### src/rtl/brk_pkg.sv
package brk_pkg;

  // Kind of resolve seen in the current cycle, after checking the tag is live.
  typedef enum logic [1:0] {
    RES_NONE = 2'd0,
    RES_GOOD = 2'd1,
    RES_BAD  = 2'd2
  } res_kind_e;

endpackage

### src/rtl/brk_alloc.sv
module brk_alloc #(
  parameter int NUM_CKPT = 4
) (
  input  logic [NUM_CKPT-1:0] busy_i,
  output logic [NUM_CKPT-1:0] pick_o,
  output logic                any_free_o
);

  logic [NUM_CKPT:0] seen_free;

  assign seen_free[0] = 1'b0;

  genvar gi;
  generate
    for (gi = 0; gi < NUM_CKPT; gi++) begin : g_pick
      assign pick_o[gi]       = ~busy_i[gi] & ~seen_free[gi];
      assign seen_free[gi+1]  = seen_free[gi] | ~busy_i[gi];
    end
  endgenerate

  assign any_free_o = seen_free[NUM_CKPT];


  pick_onehot_chk: assert final ($onehot0(pick_o));

endmodule

### src/rtl/brk_slot.sv
module brk_slot #(
  parameter int NUM_CKPT  = 4,
  parameter int PC_W      = 16,
  parameter int BPR_W     = 8,
  parameter int ROB_W     = 5,
  parameter int LSQ_W     = 4,
  parameter int MAP_W     = 40,
  parameter int PHYS_REGS = 32
) (
  input  logic                 clk,
  input  logic                 rst_n,
  input  logic                 wr_i,
  input  logic                 live_i,
  input  logic [PC_W-1:0]      pc_i,
  input  logic [BPR_W-1:0]     bpr_i,
  input  logic [ROB_W-1:0]     rob_i,
  input  logic [LSQ_W-1:0]     lsq_i,
  input  logic [MAP_W-1:0]     map_i,
  input  logic [PHYS_REGS-1:0] fl_i,
  input  logic [NUM_CKPT-1:0]  parent_i,
  input  logic [NUM_CKPT-1:0]  strip_i,
  input  logic [PHYS_REGS-1:0] freed_i,
  output logic [PC_W-1:0]      pc_o,
  output logic [BPR_W-1:0]     bpr_o,
  output logic [ROB_W-1:0]     rob_o,
  output logic [LSQ_W-1:0]     lsq_o,
  output logic [MAP_W-1:0]     map_o,
  output logic [PHYS_REGS-1:0] fl_o,
  output logic [NUM_CKPT-1:0]  parent_o
);

  logic [PC_W-1:0]      pc_q;
  logic [BPR_W-1:0]     bpr_q;
  logic [ROB_W-1:0]     rob_q;
  logic [LSQ_W-1:0]     lsq_q;
  logic [MAP_W-1:0]     map_q;
  logic [PHYS_REGS-1:0] fl_q,     fl_d;
  logic [NUM_CKPT-1:0]  parent_q, parent_d;
  logic                 fl_en;

  always_comb begin
    fl_en    = wr_i | live_i;
    fl_d     = wr_i ? (fl_i | freed_i) : (fl_q | freed_i);
    parent_d = wr_i ? parent_i : (parent_q & ~strip_i);
  end

  always_ff @(posedge clk or negedge rst_n) begin
    if (!rst_n) begin
      pc_q     <= '0;
      bpr_q    <= '0;
      rob_q    <= '0;
      lsq_q    <= '0;
      map_q    <= '0;
      fl_q     <= '0;
      parent_q <= '0;
    end else begin
      if (wr_i) begin
        pc_q  <= pc_i;
        bpr_q <= bpr_i;
        rob_q <= rob_i;
        lsq_q <= lsq_i;
        map_q <= map_i;
      end
      if (fl_en) begin
        fl_q <= fl_d;
      end
      parent_q <= parent_d;
    end
  end

  assign pc_o     = pc_q;
  assign bpr_o    = bpr_q;
  assign rob_o    = rob_q;
  assign lsq_o    = lsq_q;
  assign map_o    = map_q;
  assign fl_o     = fl_q;
  assign parent_o = parent_q;


  fl_keeps_freed_chk: assert property (@(posedge clk) disable iff (!rst_n)
    (live_i && !wr_i) |=> ((fl_q & $past(freed_i)) == $past(freed_i)));

endmodule

### src/rtl/brk_recover_unit.sv
module brk_recover_unit
  import brk_pkg::*;
#(
  parameter int NUM_CKPT  = 4,
  parameter int PC_W      = 16,
  parameter int BPR_W     = 8,
  parameter int ROB_W     = 5,
  parameter int LSQ_W     = 4,
  parameter int ARCH_REGS = 8,
  parameter int PHYS_REGS = 32,
  parameter int PREG_W    = $clog2(PHYS_REGS),
  parameter int MAP_W     = ARCH_REGS * PREG_W
) (
  input  logic                 clk,
  input  logic                 rst_n,
  input  logic                 br_valid_i,
  input  logic [PC_W-1:0]      br_pc_i,
  input  logic [BPR_W-1:0]     br_bpr_i,
  input  logic [ROB_W-1:0]     br_rob_tail_i,
  input  logic [LSQ_W-1:0]     br_lsq_tail_i,
  input  logic [MAP_W-1:0]     br_map_i,
  input  logic [PHYS_REGS-1:0] br_freelist_i,
  input  logic [PHYS_REGS-1:0] freed_i,
  output logic                 br_grant_o,
  output logic                 br_stall_o,
  output logic [NUM_CKPT-1:0]  br_tag_o,
  output logic [NUM_CKPT-1:0]  live_mask_o,
  input  logic                 res_valid_i,
  input  logic [NUM_CKPT-1:0]  res_tag_i,
  input  logic                 res_mispredict_i,
  output logic                 squash_valid_o,
  output logic [NUM_CKPT-1:0]  squash_mask_o,
  output logic                 clear_valid_o,
  output logic [NUM_CKPT-1:0]  clear_mask_o,
  output logic                 rec_valid_o,
  output logic [PC_W-1:0]      rec_pc_o,
  output logic [BPR_W-1:0]     rec_bpr_o,
  output logic [ROB_W-1:0]     rec_rob_tail_o,
  output logic [LSQ_W-1:0]     rec_lsq_tail_o,
  output logic [MAP_W-1:0]     rec_map_o,
  output logic [PHYS_REGS-1:0] rec_freelist_o
);

  logic [NUM_CKPT-1:0] mask_q, mask_d;
  logic [NUM_CKPT-1:0] pick;
  logic                any_free;
  logic [NUM_CKPT-1:0] hit_tag;
  logic [NUM_CKPT-1:0] younger;
  logic [NUM_CKPT-1:0] kill_bits;
  logic [NUM_CKPT-1:0] clr_bits;
  logic [NUM_CKPT-1:0] visible;
  logic                grant;
  res_kind_e           res_kind;

  logic [PC_W-1:0]      s_pc     [NUM_CKPT];
  logic [BPR_W-1:0]     s_bpr    [NUM_CKPT];
  logic [ROB_W-1:0]     s_rob    [NUM_CKPT];
  logic [LSQ_W-1:0]     s_lsq    [NUM_CKPT];
  logic [MAP_W-1:0]     s_map    [NUM_CKPT];
  logic [PHYS_REGS-1:0] s_fl     [NUM_CKPT];
  logic [NUM_CKPT-1:0]  s_parent [NUM_CKPT];

  brk_alloc #(.NUM_CKPT(NUM_CKPT)) alloc_i (
    .busy_i     (mask_q),
    .pick_o     (pick),
    .any_free_o (any_free)
  );

  // Resolve decode: only a tag that is live counts.
  always_comb begin
    hit_tag  = res_tag_i & mask_q;
    res_kind = RES_NONE;
    if (res_valid_i && (hit_tag != '0)) begin
      res_kind = res_mispredict_i ? RES_BAD : RES_GOOD;
    end
  end

  genvar gi;
  generate
    for (gi = 0; gi < NUM_CKPT; gi++) begin : g_slot
      // A live slot is younger than the resolving branch if it recorded that bit.
      assign younger[gi] = mask_q[gi] & ((s_parent[gi] & hit_tag) != '0);

      brk_slot #(
        .NUM_CKPT (NUM_CKPT),
        .PC_W     (PC_W),
        .BPR_W    (BPR_W),
        .ROB_W    (ROB_W),
        .LSQ_W    (LSQ_W),
        .MAP_W    (MAP_W),
        .PHYS_REGS(PHYS_REGS)
      ) slot_i (
        .clk      (clk),
        .rst_n    (rst_n),
        .wr_i     (grant & pick[gi]),
        .live_i   (mask_q[gi]),
        .pc_i     (br_pc_i),
        .bpr_i    (br_bpr_i),
        .rob_i    (br_rob_tail_i),
        .lsq_i    (br_lsq_tail_i),
        .map_i    (br_map_i),
        .fl_i     (br_freelist_i),
        .parent_i (visible),
        .strip_i  (clr_bits | kill_bits),
        .freed_i  (freed_i),
        .pc_o     (s_pc[gi]),
        .bpr_o    (s_bpr[gi]),
        .rob_o    (s_rob[gi]),
        .lsq_o    (s_lsq[gi]),
        .map_o    (s_map[gi]),
        .fl_o     (s_fl[gi]),
        .parent_o (s_parent[gi])
      );
    end
  endgenerate

  // Next-state for the mask and the broadcasts.
  always_comb begin
    kill_bits = '0;
    clr_bits  = '0;
    if (res_kind == RES_BAD) begin
      kill_bits = hit_tag | younger;
    end
    if (res_kind == RES_GOOD) begin
      clr_bits = hit_tag;
    end
    visible = mask_q & ~kill_bits & ~clr_bits;
    grant   = br_valid_i & any_free & (res_kind != RES_BAD);
    mask_d  = visible | (grant ? pick : '0);
  end

  always_ff @(posedge clk or negedge rst_n) begin
    if (!rst_n) begin
      mask_q <= '0;
    end else begin
      mask_q <= mask_d;
    end
  end

  // Restore mux: one-hot select of the resolving slot.
  always_comb begin
    rec_pc_o       = '0;
    rec_bpr_o      = '0;
    rec_rob_tail_o = '0;
    rec_lsq_tail_o = '0;
    rec_map_o      = '0;
    rec_freelist_o = freed_i;
    for (int k = 0; k < NUM_CKPT; k++) begin
      if (hit_tag[k]) begin
        rec_pc_o       = rec_pc_o       | s_pc[k];
        rec_bpr_o      = rec_bpr_o      | s_bpr[k];
        rec_rob_tail_o = rec_rob_tail_o | s_rob[k];
        rec_lsq_tail_o = rec_lsq_tail_o | s_lsq[k];
        rec_map_o      = rec_map_o      | s_map[k];
        rec_freelist_o = rec_freelist_o | s_fl[k];
      end
    end
  end

  assign br_grant_o     = grant;
  assign br_stall_o     = br_valid_i & ~grant;
  assign br_tag_o       = grant ? pick : '0;
  assign live_mask_o    = visible;
  assign squash_valid_o = (res_kind == RES_BAD);
  assign squash_mask_o  = kill_bits;
  assign clear_valid_o  = (res_kind == RES_GOOD);
  assign clear_mask_o   = clr_bits;
  assign rec_valid_o    = (res_kind == RES_BAD);


  grant_lands_chk: assert property (@(posedge clk) disable iff (!rst_n)
    br_grant_o |=> ((mask_q & $past(br_tag_o)) == $past(br_tag_o)));


  grant_fresh_chk: assert property (@(posedge clk) disable iff (!rst_n)
    br_grant_o |-> ($onehot(br_tag_o) && ((br_tag_o & mask_q) == '0)));


  squash_gone_chk: assert property (@(posedge clk) disable iff (!rst_n)
    squash_valid_o |=> ((mask_q & $past(squash_mask_o)) == '0));


  clear_gone_chk: assert property (@(posedge clk) disable iff (!rst_n)
    clear_valid_o |=> ((mask_q & $past(clear_mask_o)) == '0));


  no_grant_on_squash_chk: assert property (@(posedge clk) disable iff (!rst_n)
    squash_valid_o |-> !br_grant_o);


  clear_single_chk: assert property (@(posedge clk) disable iff (!rst_n)
    $onehot0(clear_mask_o) && !(clear_valid_o && squash_valid_o));

endmodule

### config.mk
export PLATFORM = sky130hd
export DESIGN_NAME = brk_recover_unit
export DESIGN_NICKNAME = d
export VERILOG_FILES = /design/src/rtl/brk_pkg.sv /design/src/rtl/brk_alloc.sv /design/src/rtl/brk_slot.sv /design/src/rtl/brk_recover_unit.sv
export SDC_FILE = /design/constraint.sdc
export NUM_CORES = 1
export LEC_CHECK = 0
export ABC_AREA = 1
export BUFFER_PORTS_ARGS = -buffer_cell sky130_fd_sc_hd__buf_4
export CELL_PAD_IN_SITES_DETAIL_PLACEMENT = 2
export CELL_PAD_IN_SITES_GLOBAL_PLACEMENT = 2
export CORE_ASPECT_RATIO = 1.75
export CORE_MARGIN = 10
export CORE_UTILIZATION = 33
export DETAILED_ROUTE_END_ITERATION = 16
export GPL_ROUTABILITY_DRIVEN = 0
export PLACE_DENSITY = 0.84
export SLEW_MARGIN = 20
export SYNTH_ARGS = -nofsm -noshare
export SYNTH_HDL_FRONTEND = slang
export SYNTH_HIERARCHICAL = 1
export SYNTH_SLANG_ARGS = --single-unit
### constraint.sdc
create_clock -name clk -period 2.85 [get_ports clk]
set_clock_uncertainty 0.2 [all_clocks]
set_input_delay 0.855 -clock clk [delete_from_list [all_inputs] [get_ports clk]]
set_output_delay 0.855 -clock clk [all_outputs]
set_load 0.01 [all_outputs]
==> After elaboration in Yosys (flattened, before gate mapping) <==
Cells that the tools add are included.
{ "word_totals": {"wordCells": 143, "register_bits": 440, "in_bits": 146} }
{ "op_classes": {"bitwise_logic": 68, "n_reduce_logical": 6, "mux": 37, "eq_ne": 3} }
{ "ops": {"columns": ["cell", "n"], "rows": [
  ["2-to-1 mux 32 bit", 8],
  ["OR 32 bit", 8],
  ["2-to-1 mux 40 bit", 4],
  ["OR 40 bit", 3],
  ["2-to-1 mux 16 bit", 4],
  ["OR 16 bit", 3],
  ["bitwise AND 4 bit", 11],
  ["2-to-1 mux 4 bit", 11],
  ["2-to-1 mux 8 bit", 4],
  ["OR 4 bit", 6],
  ["OR 8 bit", 3],
  ["2-to-1 mux 5 bit", 4],
  ["nonzero test 4 bit", 5],
  ["OR 5 bit", 3],
  ["bitwise AND 1 bit", 14],
  ["NOT 4 bit", 3],
  ["NOT 1 bit", 7],
  ["OR 1 bit", 7],
  ["2-to-1 mux 2 bit", 2],
  ["equality test 2 x 1 -> 1 bit (second input constant)", 1],
  ["equality test 2 bit (second input constant)", 1],
  ["inequality test 2 bit (second input constant)", 1],
  ["logical AND 1 bit", 1]
]} }

==> Logic depth before layout (Yosys ltp) <==
{ "logic_depth": {"word_depth": 10, "mapped_depth": 13, "depth_no_buf": 11} }

==> Cells and area by module <==
The synthesis kept the hierarchy.
{ "by_module_without_submodules": {"columns": ["mod", "area_per_inst_um2", "instances", "cells_each"], "rows": [
  ["brk_slot", 4693.3, 4, 595],
  ["brk_recover_unit", 3091.7, 1, 671],
  ["brk_alloc", 30.0, 1, 7]
]} }

==> Worst setup path before layout <==
Ideal clock, no wire load.
{ "synth_timing": {"path_kind": "input to output", "start": "input port res_tag_i[1]", "end": "output port live_mask_o[1]", "path_slack_ps": 160, "required_ps": 1795, "stages": 7, "path_buffers": 0, "arrival_time_ps": 1635, "cell_sequence": "nand2_1 -> nand2_1 -> nor2_2 -> nor3_4 -> nand2_1 -> nand3_1 -> inv_1"} }
{ "synth_between": {"elab_chain_cells": 9} }
{ "synth_lines": {"columns": ["item", "line", "source"], "rows": [
  ["start, declared", "brk_recover_unit.sv:29", "input logic [NUM_CKPT-1:0] res_tag_i,"],
  ["bitwise AND 4 bit", "brk_recover_unit.sv:71", "hit_tag = res_tag_i & mask_q;"],
  ["nonzero test 4 bit", "brk_recover_unit.sv:73", "if (res_valid_i && (hit_tag != '0)) begin"],
  ["logical AND 1 bit", "brk_recover_unit.sv:73", null],
  ["2-to-1 mux 2 bit", "brk_recover_unit.sv:73", null],
  ["equality test 2 bit", null, null],
  ["via rec_valid_o", "brk_recover_unit.sv:35", "output logic rec_valid_o,"],
  ["2-to-1 mux 4 bit", "brk_recover_unit.sv:121", "if (res_kind == RES_BAD) begin"],
  ["NOT 4 bit", "brk_recover_unit.sv:127", "visible = mask_q & ~kill_bits & ~clr_bits;"],
  ["bitwise AND 4 bit (2 in series)", "brk_recover_unit.sv:127", null],
  ["end, declared", "brk_recover_unit.sv:27", "output logic [NUM_CKPT-1:0] live_mask_o,"]
]} }
The timed path passes the listed nets, and every way through them passes these cells.

==> Worst setup path in the final report <==
{ "layout_timing": {"start": "register mask_q[1]", "end": "output port live_mask_o[1]"} }
{ "layout_between": {"elab_chain_cells": 9} }
{ "layout_lines": {"columns": ["item", "line", "source"], "rows": [
  ["start, declared", "brk_recover_unit.sv:44", "logic [NUM_CKPT-1:0] mask_q, mask_d;"],
  ["start signal, assigned", "brk_recover_unit.sv:136", "mask_q <= mask_d;"],
  ["bitwise AND 4 bit", "brk_recover_unit.sv:71", null],
  ["bitwise AND 4 bit or nonzero test 4 bit (tied branches)", "brk_recover_unit.sv:82, brk_recover_unit.sv:73", null],
  ["nonzero test 4 bit or logical AND 1 bit (tied branches)", "brk_recover_unit.sv:82, brk_recover_unit.sv:73", null],
  ["bitwise AND 1 bit or 2-to-1 mux 2 bit (tied branches)", "brk_recover_unit.sv:82, brk_recover_unit.sv:73", null],
  ["OR 4 bit or equality test 2 bit (tied branches)", "brk_recover_unit.sv:122, brk_recover_unit.sv:121", null],
  ["2-to-1 mux 4 bit", "brk_recover_unit.sv:121", null],
  ["NOT 4 bit", "brk_recover_unit.sv:127", null],
  ["bitwise AND 4 bit", "brk_recover_unit.sv:127", null],
  ["bitwise AND 4 bit (*)", "brk_recover_unit.sv:127", null]
]} }
Every way passes the cells marked *; elsewhere a longest branch is shown, timed or not.

==> impl_metrics.env <==
export IMPL_dieArea_mm2=0.0769
export IMPL_power_leakage_nw=16.1
export IMPL_dr_total_vias=23351
export IMPL_grt_pass1_vias=26878
export IMPL_p_switching_w=0.0145
export IMPL_grt_setup_unrepaired="true"
export IMPL_clock_root_buffer="clkbuf_16"
export IMPL_drive_gt1_frac=0.214
export IMPL_wl_per_cell_um=27.7
export IMPL_violations="negative setup slack"
export IMPL_cts_made_buffers=47
export IMPL_core_mm2=0.0653
export IMPL_p_sw_frac=0.445
export IMPL_crit_arrival_ps=2270
export IMPL_final_cells=4340
export IMPL_setup_viol=128
export IMPL_firstDrtPassIters=6
export IMPL_path_class="flip-flop to output pin"
export IMPL_hold_viol=0
export IMPL_critPathMaxFanout=3
export IMPL_fin_crit_ps=3330
export IMPL_io_buffers=271
export IMPL_p_comb_frac=0.465
export IMPL_ir_drop_mv=0.581
export IMPL_ant_nets=0
export IMPL_grt_usage=0.288
export IMPL_fin_crit_sh=1.17
export IMPL_antenna_found_initial=4
export IMPL_timing_critical_path_slowest_stage_cell="nor3_1"
export IMPL_cp_required_ps=1800
export IMPL_grt_pass1_wl_mm=172
export IMPL_dp_hpwl_mm=63.3
export IMPL_grt_max_degree=76
export IMPL_finalNetCount=3570
export IMPL_cts_clk_slew_worst_paths_ps=80
export IMPL_die_w_um=214
export IMPL_critical_path_top_delay_family="simple AND/OR/NAND/NOR gates"
export IMPL_pwr_share_seq=0.338
export IMPL_cts_tree="built"
export IMPL_max_cap_violations=0
export IMPL_slew_violations=0
export IMPL_syn_area_per_cell_um2=7.14
export IMPL_timing_final_ws_setup_ps=-477
export IMPL_row_count=124
export IMPL_startpoint_type="flip-flop"
export IMPL_fp_dieH_um=360
export IMPL_syn_num_nets=3188
export IMPL_end_kind="output pin"
export IMPL_synth_warnings=6
export IMPL_wl_mm=120
export IMPL_clock_latency_ps=610
export IMPL_initial_core_util=0.333
export IMPL_worst_slew_pin_slew_ps=591
export IMPL_hold_class="flip-flop to flip-flop"
export IMPL_crit_buf_inv=3
export IMPL_relSlewSlack=0.603
export IMPL_final_core_util=0.448
export IMPL_pwr_share_clk=0.198
export IMPL_status="finished with violations"
export IMPL_grt_ovfl_total=0
export IMPL_pin_count=272
export IMPL_via_per_inst=5.38
export IMPL_path_cells="nand2_4, nor3_1, inv_1, nand3_4, inv_2, buf_6"
export IMPL_fmax_ghz=0.301
export IMPL_area_growth_pct=34.5
export IMPL_slowest_delay_ps=480
export IMPL_clock_sinks=436
export IMPL_ctsLongestPathBuffers=3
export IMPL_preCtsSetupSlack_ps=-337
export IMPL_syn_inst=3042
export IMPL_drtIter0Drc=1780
export IMPL_power_density_mw_per_mm2=1120
export IMPL_htreeDepth=2
export IMPL_p_int_w=0.0181
export IMPL_netlist_area_mm2=0.0217
export IMPL_dp_cells=4183
export IMPL_drc=0
-- cells in the final DEF, fill, tap and decap left out, drive strengths merged, types with 14 or more instances in the layout --
cell and n:
nand2 1796, buf 492, dfrtp 436, inv 294, o21ai 128, nand4 78
clkbuf 74, nand3 50, a21o 32, a21oi 32, nor2 14
-- sequential cells by signal, indices dropped and copies added, names as in the netlist --
signal and count:
mask_q 4, g_slot.slot_i/lsq_o 16, g_slot.slot_i/parent_o 12, g_slot.slot_i/pc_o 64
g_slot.slot_i/map_o 160, g_slot.slot_i/fl_o 128, g_slot.slot_i/bpr_o 32, g_slot.slot_i/rob_o 20
-- path summary, 6_finish.rpt --
check                      slack (ps)  cells past startpoint                       start                           end
min reg2reg                       280                      2  g_slot[0].slot_i/map_o[23]    g_slot[0].slot_i/map_o[23]
min                               280                      2  g_slot[0].slot_i/map_o[23]    g_slot[0].slot_i/map_o[23]
min in group asynchronous         590                      2                       rst_n     g_slot[1].slot_i/map_o[9]
max                              -480                      6                   mask_q[1]                live_mask_o[1]
max reg2reg                      -450                     21                   mask_q[0]  g_slot[1].slot_i/parent_o[2]
max in group asynchronous        1020                      4                       rst_n      g_slot[2].slot_i/pc_o[1]
-- worst reg2reg max path: stages, from the launching register on --
cell and delay, ps:
dfrtp_2 460, buf_8 210, nand3_1 120, nand2_1 100
nor2_2 50, nor2_2 180, nand2_4 110, nand3_4 110
inv_4 60, buf_4 130, buf_4 120, buf_4 120
buf_4 130, buf_4 130, buf_4 120, buf_4 120
buf_4 140, buf_4 140, buf_4 130, buf_4 150
nand2_4 70, nand2_2 80
-- what timing repair did --
item                       CTS  global route
resized for setup          221            96
hold buffers                 1             0
hold endpoints to repair    27             0
gates cloned                10             3
buffers inserted            52            15
pin swaps                   67            48
setup endpoints to repair  124           137
-- metal layers --
layer / vias to the layer above / wire [um] / global-route usage
met1: 12083 / 44400 / 0.321
li1: 9946 / - / -
met4: 4 / 6940 / 0.141
met5: - / 27 / 0
met3: 380 / 6230 / 0.0393
met2: 938 / 62500 / 0.528
-- layout make-up --
cell class	instances	area, um2
diodes	3	7.51
clock buffers	71	1410
clock inverters	9	113
fillers	7330	36100
inverters	293	1170
multi-input cells	2148	9460
flip-flops and latches	436	10900
well taps	882	1100
repair buffers	498	5060
-- power by group through the flow --
stage	logic, W	clock network, W	registers, W
after global placement	0.0114	0	0.0103
after global routing	0.0162	0.00677	0.0112
after floorplan	0.00644	0	0.0100
after detailed placement	0.0122	0	0.0105
final	0.0151	0.00645	0.0110
after CTS	0.0139	0.00645	0.0106
-- metrics by stage --
step	hold WS [ps]	instance area (um2)	total power, W	setup TNS [ps]
after floorplan	242	21700	0.0165	0
after global placement	253	25700	0.0217	-39750
after detailed placement	261	25700	0.0227	-92850
after CTS	248	28700	0.0310	-28080
after global routing	286	29200	0.0342	-43960
final	277	29200	0.0326	-38640
(Power assumes the default switching activity.)
